File: src/rtl/kbd_pkg.sv
package kbd_pkg;
  localparam int CODE_W = 8;
  localparam logic [CODE_W-1:0] RELEASE_MARK = 8'hF0;
  localparam logic [CODE_W-1:0] EXTEND_MARK  = 8'hE0;

  typedef enum logic {FR_IDLE, FR_SHIFT} fr_state_t;

  typedef enum logic [1:0] {
    BYTE_KEY     = 2'd0,
    BYTE_RELEASE = 2'd1,
    BYTE_EXTEND  = 2'd2
  } byte_kind_t;

  function automatic byte_kind_t classify_byte(input logic [CODE_W-1:0] b);
    if (b == RELEASE_MARK)     return BYTE_RELEASE;
    else if (b == EXTEND_MARK) return BYTE_EXTEND;
    else                       return BYTE_KEY;
  endfunction

  function automatic logic odd_parity(input logic [CODE_W-1:0] b);
    return ~^b;
  endfunction
endpackage

File: src/rtl/kbd_sync.sv
module kbd_sync #(
  parameter int   STAGES  = 2,
  parameter logic RST_VAL = 1'b1
) (
  input  logic clk,
  input  logic rst,
  input  logic din,
  output logic dout
);
  logic [STAGES-1:0] pipe;

  for (genvar i = 0; i < STAGES; i++) begin : g_stage
    if (i == 0) begin : g_first
      always_ff @(posedge clk) begin
        if (rst) pipe[0] <= RST_VAL;
        else     pipe[0] <= din;
      end
    end else begin : g_next
      always_ff @(posedge clk) begin
        if (rst) pipe[i] <= RST_VAL;
        else     pipe[i] <= pipe[i-1];
      end
    end
  end

  assign dout = pipe[STAGES-1];
endmodule

File: src/rtl/kbd_clk_filter.sv
module kbd_clk_filter #(
  parameter int LEN = 8
) (
  input  logic clk,
  input  logic rst,
  input  logic raw_i,
  output logic filt_o,
  output logic fall_o
);
  logic [LEN-1:0] hist;
  logic           filt;
  logic           fall;

  always_ff @(posedge clk) begin
    if (rst) begin
      hist <= '1;
      filt <= 1'b1;
      fall <= 1'b0;
    end else begin
      hist <= {raw_i, hist[LEN-1:1]};
      fall <= 1'b0;
      if (&hist) begin
        filt <= 1'b1;
      end else if (hist == '0) begin
        filt <= 1'b0;
        fall <= filt;
      end
    end
  end

  assign filt_o = filt;
  assign fall_o = fall;
endmodule

File: src/rtl/kbd_frame_rx.sv
module kbd_frame_rx
  import kbd_pkg::*;
#(
  parameter int PAYLOAD = 9
) (
  input  logic              clk,
  input  logic              rst,
  input  logic              fall_i,
  input  logic              dat_i,
  output logic [CODE_W-1:0] byte_o,
  output logic              done_o
);
  localparam int CNT_W = $clog2(PAYLOAD + 1);
  localparam logic [CNT_W-1:0] LAST = CNT_W'(PAYLOAD);

  fr_state_t          st;
  logic [CNT_W-1:0]   cnt;
  logic [PAYLOAD-1:0] sreg;
  logic [CODE_W-1:0]  byte_q;
  logic               done_q;

  always_ff @(posedge clk) begin
    if (rst) begin
      st     <= FR_IDLE;
      cnt    <= '0;
      sreg   <= '0;
      byte_q <= '0;
      done_q <= 1'b0;
    end else begin
      done_q <= 1'b0;
      case (st)
        FR_IDLE: begin
          cnt <= '0;
          if (fall_i && !dat_i) st <= FR_SHIFT;
        end
        FR_SHIFT: begin
          if (fall_i) begin
            if (cnt == LAST) begin
              done_q <= 1'b1;
              byte_q <= sreg[CODE_W-1:0];
              st     <= FR_IDLE;
            end else begin
              sreg <= {dat_i, sreg[PAYLOAD-1:1]};
              cnt  <= cnt + 1'b1;
            end
          end
        end
        default: st <= FR_IDLE;
      endcase
    end
  end

  assign byte_o = byte_q;
  assign done_o = done_q;
endmodule

File: src/rtl/kbd_make_filter.sv
module kbd_make_filter
  import kbd_pkg::*;
(
  input  logic              clk,
  input  logic              rst,
  input  logic              done_i,
  input  logic [CODE_W-1:0] byte_i,
  output logic [CODE_W-1:0] code_o,
  output logic              valid_o,
  output logic              brk_o
);
  logic [CODE_W-1:0] code_q;
  logic              valid_q;
  logic              brk_q;

  always_ff @(posedge clk) begin
    if (rst) begin
      code_q  <= '0;
      valid_q <= 1'b0;
      brk_q   <= 1'b0;
    end else begin
      valid_q <= 1'b0;
      if (done_i) begin
        case (classify_byte(byte_i))
          BYTE_RELEASE: brk_q <= 1'b1;
          BYTE_EXTEND:  brk_q <= brk_q;
          default: begin
            if (brk_q) begin
              brk_q <= 1'b0;
            end else begin
              code_q  <= byte_i;
              valid_q <= 1'b1;
            end
          end
        endcase
      end
    end
  end

  assign code_o  = code_q;
  assign valid_o = valid_q;
  assign brk_o   = brk_q;
endmodule

File: src/rtl/kbd_keypress_decoder.sv
module kbd_keypress_decoder
  import kbd_pkg::*;
#(
  parameter int SYNC_STAGES = 2,
  parameter int FILT_LEN    = 8,
  parameter int PAYLOAD     = 9
) (
  input  logic              clk,
  input  logic              rst,
  input  logic              kb_clk_in,
  input  logic              kb_dat_in,
  output logic [CODE_W-1:0] key_code,
  output logic              key_valid
);
  logic              clk_synced;
  logic              dat_synced;
  logic              filt_clk;
  logic              fall_evt;
  logic              frame_done;
  logic [CODE_W-1:0] frame_byte;
  logic              brk_pending;

  kbd_sync #(.STAGES(SYNC_STAGES), .RST_VAL(1'b1)) u_clk_sync (
    .clk(clk), .rst(rst), .din(kb_clk_in), .dout(clk_synced)
  );

  kbd_sync #(.STAGES(SYNC_STAGES), .RST_VAL(1'b1)) u_dat_sync (
    .clk(clk), .rst(rst), .din(kb_dat_in), .dout(dat_synced)
  );

  kbd_clk_filter #(.LEN(FILT_LEN)) u_filter (
    .clk(clk), .rst(rst), .raw_i(clk_synced),
    .filt_o(filt_clk), .fall_o(fall_evt)
  );

  kbd_frame_rx #(.PAYLOAD(PAYLOAD)) u_rx (
    .clk(clk), .rst(rst), .fall_i(fall_evt), .dat_i(dat_synced),
    .byte_o(frame_byte), .done_o(frame_done)
  );

  kbd_make_filter u_make (
    .clk(clk), .rst(rst), .done_i(frame_done), .byte_i(frame_byte),
    .code_o(key_code), .valid_o(key_valid), .brk_o(brk_pending)
  );
endmodule

File: config.mk
export PLATFORM = sky130hd
export DESIGN_NAME = kbd_keypress_decoder
export DESIGN_NICKNAME = d
export VERILOG_FILES = /design/src/rtl/kbd_pkg.sv /design/src/rtl/kbd_sync.sv /design/src/rtl/kbd_clk_filter.sv /design/src/rtl/kbd_frame_rx.sv /design/src/rtl/kbd_make_filter.sv /design/src/rtl/kbd_keypress_decoder.sv
export SDC_FILE = /design/constraint.sdc
export NUM_CORES = 1
export LEC_CHECK = 0
export ABC_AREA = 1
export CORE_MARGIN = 8
export CORE_UTILIZATION = 45
export CTS_BUF_LIST = sky130_fd_sc_hd__clkbuf_16
export DETAILED_ROUTE_END_ITERATION = 8
export PLACE_DENSITY = 0.67
export SKIP_CTS_REPAIR_TIMING = 1
export SYNTH_ARGS = -nofsm -noshare
export SYNTH_HDL_FRONTEND = slang
export SYNTH_SLANG_ARGS = --single-unit
File: constraint.sdc
create_clock -name clk -period 1.66 [get_ports clk]
set_clock_uncertainty 0.15 [all_clocks]
set_input_delay 0.332 -clock clk [delete_from_list [all_inputs] [get_ports clk]]
set_output_delay 0.332 -clock clk [all_outputs]
set_load 0.05 [all_outputs]
==> results.toml, run 1 <==
[yosys]
synth_cell_types = 25
ys_seq_area_share_pct = 53.8
synth_common_cells = "47 x dfxtp_1, 46 x nor2_1, 25 x nand2_1, 22 x inv_1, 18 x o21ai_0"
synth_cells = 217
synth_top_area_share_pct = 53.8
synth.most_common_cell = "dfxtp_1"
synth_edf_count = 0
synth_seq_cells = 47
ys_async_sr_fraction_pct = 0
yosys-top-cells-area = "dfxtp_1 54%, nor2_1 9.9%, nand2_1 5.4%, o21ai_0 5.2%, inv_1 4.7%"
syn_area_per_cell_sq_um = 8.06
syn-num-nets = 223
ys_warn_count = 0
ys.flop_type = "dfxtp_1"
syn_area_sq_mm = 0.00175
synth_top_cell_by_area = "dfxtp_1"

[die]
start_util_pct = 47.4
row_count = 22
core_sq_mm = 0.00369
dieArea_sq_mm = 0.00614
die_x_um = 78.3
chipHeight_um = 78.3
pin_count = 13

[job]
maxCapViolations = 0

[pwr]
sequentialPowerShare_pct = 49.8
ir_drop_mv = 0.764
intPower_mw = 1.86
power_switching_share_pct = 18.3
cellLeakagePower_nw = 1.00
finalPower_mw = 2.28
p_clk_share_pct = 48.2
power_frac_comb_pct = 2.0
p_per_area_mw_per_mm2 = 988
p_sw_uw = 417

[worst_setup_path]
cp.arrival_ns = 1.69
crit_type = "reg -> reg"
rrSetupSlack_ns = 0.04
setup.worst_path.start_class = "register"
critical_path.max_stage_delay_ns = 0.33
startpoint = "u_rx.cnt[1]"
critical-path-slowest-cell = "dfxtp_2"
crit_chain = "inv_2 > ha_4 > nand2_4 > nor2_4 > buf_6 > nor2_4 > inv_4 > nor2_8 > buf_6 > o21ai_1 > nor2_1"
cp_data_required_time_ns = 1.73
crit_path_max_fanout = 8
ff2ff_path_depth = 11
r2r_start = "u_rx.cnt[1]"
endpoint = "u_rx.sreg[2]"
rr_endpoint = "u_rx.sreg[2]"
end_kind = "register"

[global_route]
grt_max_degree = 33
gr-total-overflow = 0
grt_pass1_vias = 1289
grt_first_pass_wirelength_um = 5510
grt_antenna_before_repair = 0
grt_use_total_pct = 11.1

[placement]
dp_slack_ns = 0.0188
dp_hpwl_um = 2090
io_buffers = 12
gp_congestion = 0.821
place_area_sq_mm = 0.00205

[detailed_routing]
wl_per_cell_um = 10.4
drcViolationCount = 0
drt_iter0_markers = 66
firstDrtPassIters = 4
wl_um = 3010
route.antenna.remaining_nets = 0
routed-via-count = 1373
vias_per_cell = 4.75

[timing]
holdWs_ns = 0.259
fmax_mhz = 617
rsz0062_at_grt = "yes"
setup_viol = 0
hold_viol_final = 0
worstMarginPinSlew_ns = 0.316
slew_headroom_pct = 78.9
final.setup.worst_slack_ns = 0.0398
setup_tns_ns = 0
timing.final.crit_share_pct = 97.6
fin_crit_ns = 1.62
slew_violations = 0

[layout]
drive_gt1_share_pct = 24.1
n_antenna_cell = 0
multiInputGateArea_sq_um = 737
area.sequential_sq_um = 942
fill_cells = 326
stdcell_area_sq_mm = 0.00231
area_delta_synth_final_pct = 32.0
nets = 246

[clock_network]
htree_levels = 2
cts_tree = "yes"
cts_buffer_depth = 2
cts_made_buffers = 5
clk_latency_ns = 0.28
clkSinkCount = 47
cts_root_buffer = "clkbuf_16"
clkTransAtPathRegs_ns = 0.06

[min_path]
hold_path.class = "reg -> reg"

[outcome]
status = "completed"
layout make-up:
cell class / count / share of cell area, %
multi-input cells: 140 / 31.9
clock inverters: 3 / 1.90
repair buffers: 21 / 12.9
well taps: 48 / 2.60
inverters: 25 / 4.50
flip-flops and latches: 47 / 40.8
clock buffers: 5 / 5.42
flip-flops by register name (all words and copies together), names as in the netlist, 4 cells and up:
register and flops:
u_rx.sreg 9, u_rx.cnt 4, u_rx.byte_o 8, u_make.code_o 8, u_filter.hist 8
logic make-up (layout without fill, tap and decap cells):
kind of cell	Yosys count	in the layout	share of synthesized area (%)
DFF	47	47	53.8
AOI/OAI and AO/OA	36	36	10.7
and+or+nand+nor	102	102	26.8
buffers and inverters	30	54	7.30
adders and majority gates	2	2	1.43
placed cells by master (no fill, tap or decap):
cell,instances
a21oi_1,13
and3_1,2
buf_12,10
buf_4,6
buf_6,2
bufinv_16,1
clkbuf_16,5
clkdlybuf4s50_1,3
clkinv_2,1
clkinv_4,1
dfxtp_1,46
dfxtp_2,1
ha_1,1
ha_4,1
inv_1,21
inv_2,2
inv_4,1
inv_8,1
nand2_1,24
nand2_2,1
nand2_4,1
nand3_1,10
nand3_2,1
nand4_1,4
nor2_1,37
nor2_2,11
nor2_4,3
nor2_8,1
nor3_1,1
o21ai_0,17
o21ai_1,3
o21ai_2,2
o21bai_1,1
or2_2,6
layer usage:
metal  share of wire (%)  vias up  GRT usage [%]  routed length (um)
met5                   0        -              0                   0
met1                  47      607           12.1                1400
met3                 4.3        8           4.10                 129
met4                 3.5        0           8.15                 106
li1                    -      738              -                   -
met2                  45       20           17.5                1370
power groups by stage:
stage / Sequential [mW] / Clock (mW) / Combinational, mW
finish: 1.14 / 1.10 / 0.0454
global route: 1.14 / 1.19 / 0.0521
CTS: 1.14 / 1.14 / 0.0458
detailed placement: 1.16 / 0 / 0.0456
global placement: 1.16 / 0 / 0.0455
floorplan: 1.16 / 0 / 0.0268
per-stage QoR:
step,cells,util [%]
after floorplan,217,-
after CTS,286,60.1
after global placement,278,55.5
final,289,62.6
after detailed placement,278,55.5
after global routing,289,62.6
worst min-delay path by stage:
stage / startpoint / to / slack (ns) / cells past startpoint
detailed placement: u_dat_sync.pipe[0] / u_dat_sync.dout / 0.25 / 1
floorplan: u_clk_sync.pipe[0] / u_clk_sync.dout / 0.24 / 1
global route: u_dat_sync.pipe[0] / u_dat_sync.dout / 0.28 / 1
global placement: u_dat_sync.pipe[0] / u_dat_sync.dout / 0.24 / 1
CTS: u_dat_sync.pipe[0] / u_dat_sync.dout / 0.26 / 1
finish: u_dat_sync.pipe[0] / u_dat_sync.dout / 0.26 / 1
critical path, delay by kind of cell, from the launching register on:
family	cells	cell delay (ns)
compound gates	1	0.06
fa+ha+maj	1	0.15
buf+inv	4	0.36
flops	1	0.33
simple gates	5	0.52
Note: power is estimated with default switching activity, not from simulation.
==> inputs of run 2 (changes only) <==
- ABC_CLOCK_PERIOD_IN_PS: default -> 1660
==> results of run 2 <==
No change in the layout: final DEF, timing and power equal those of run 1.
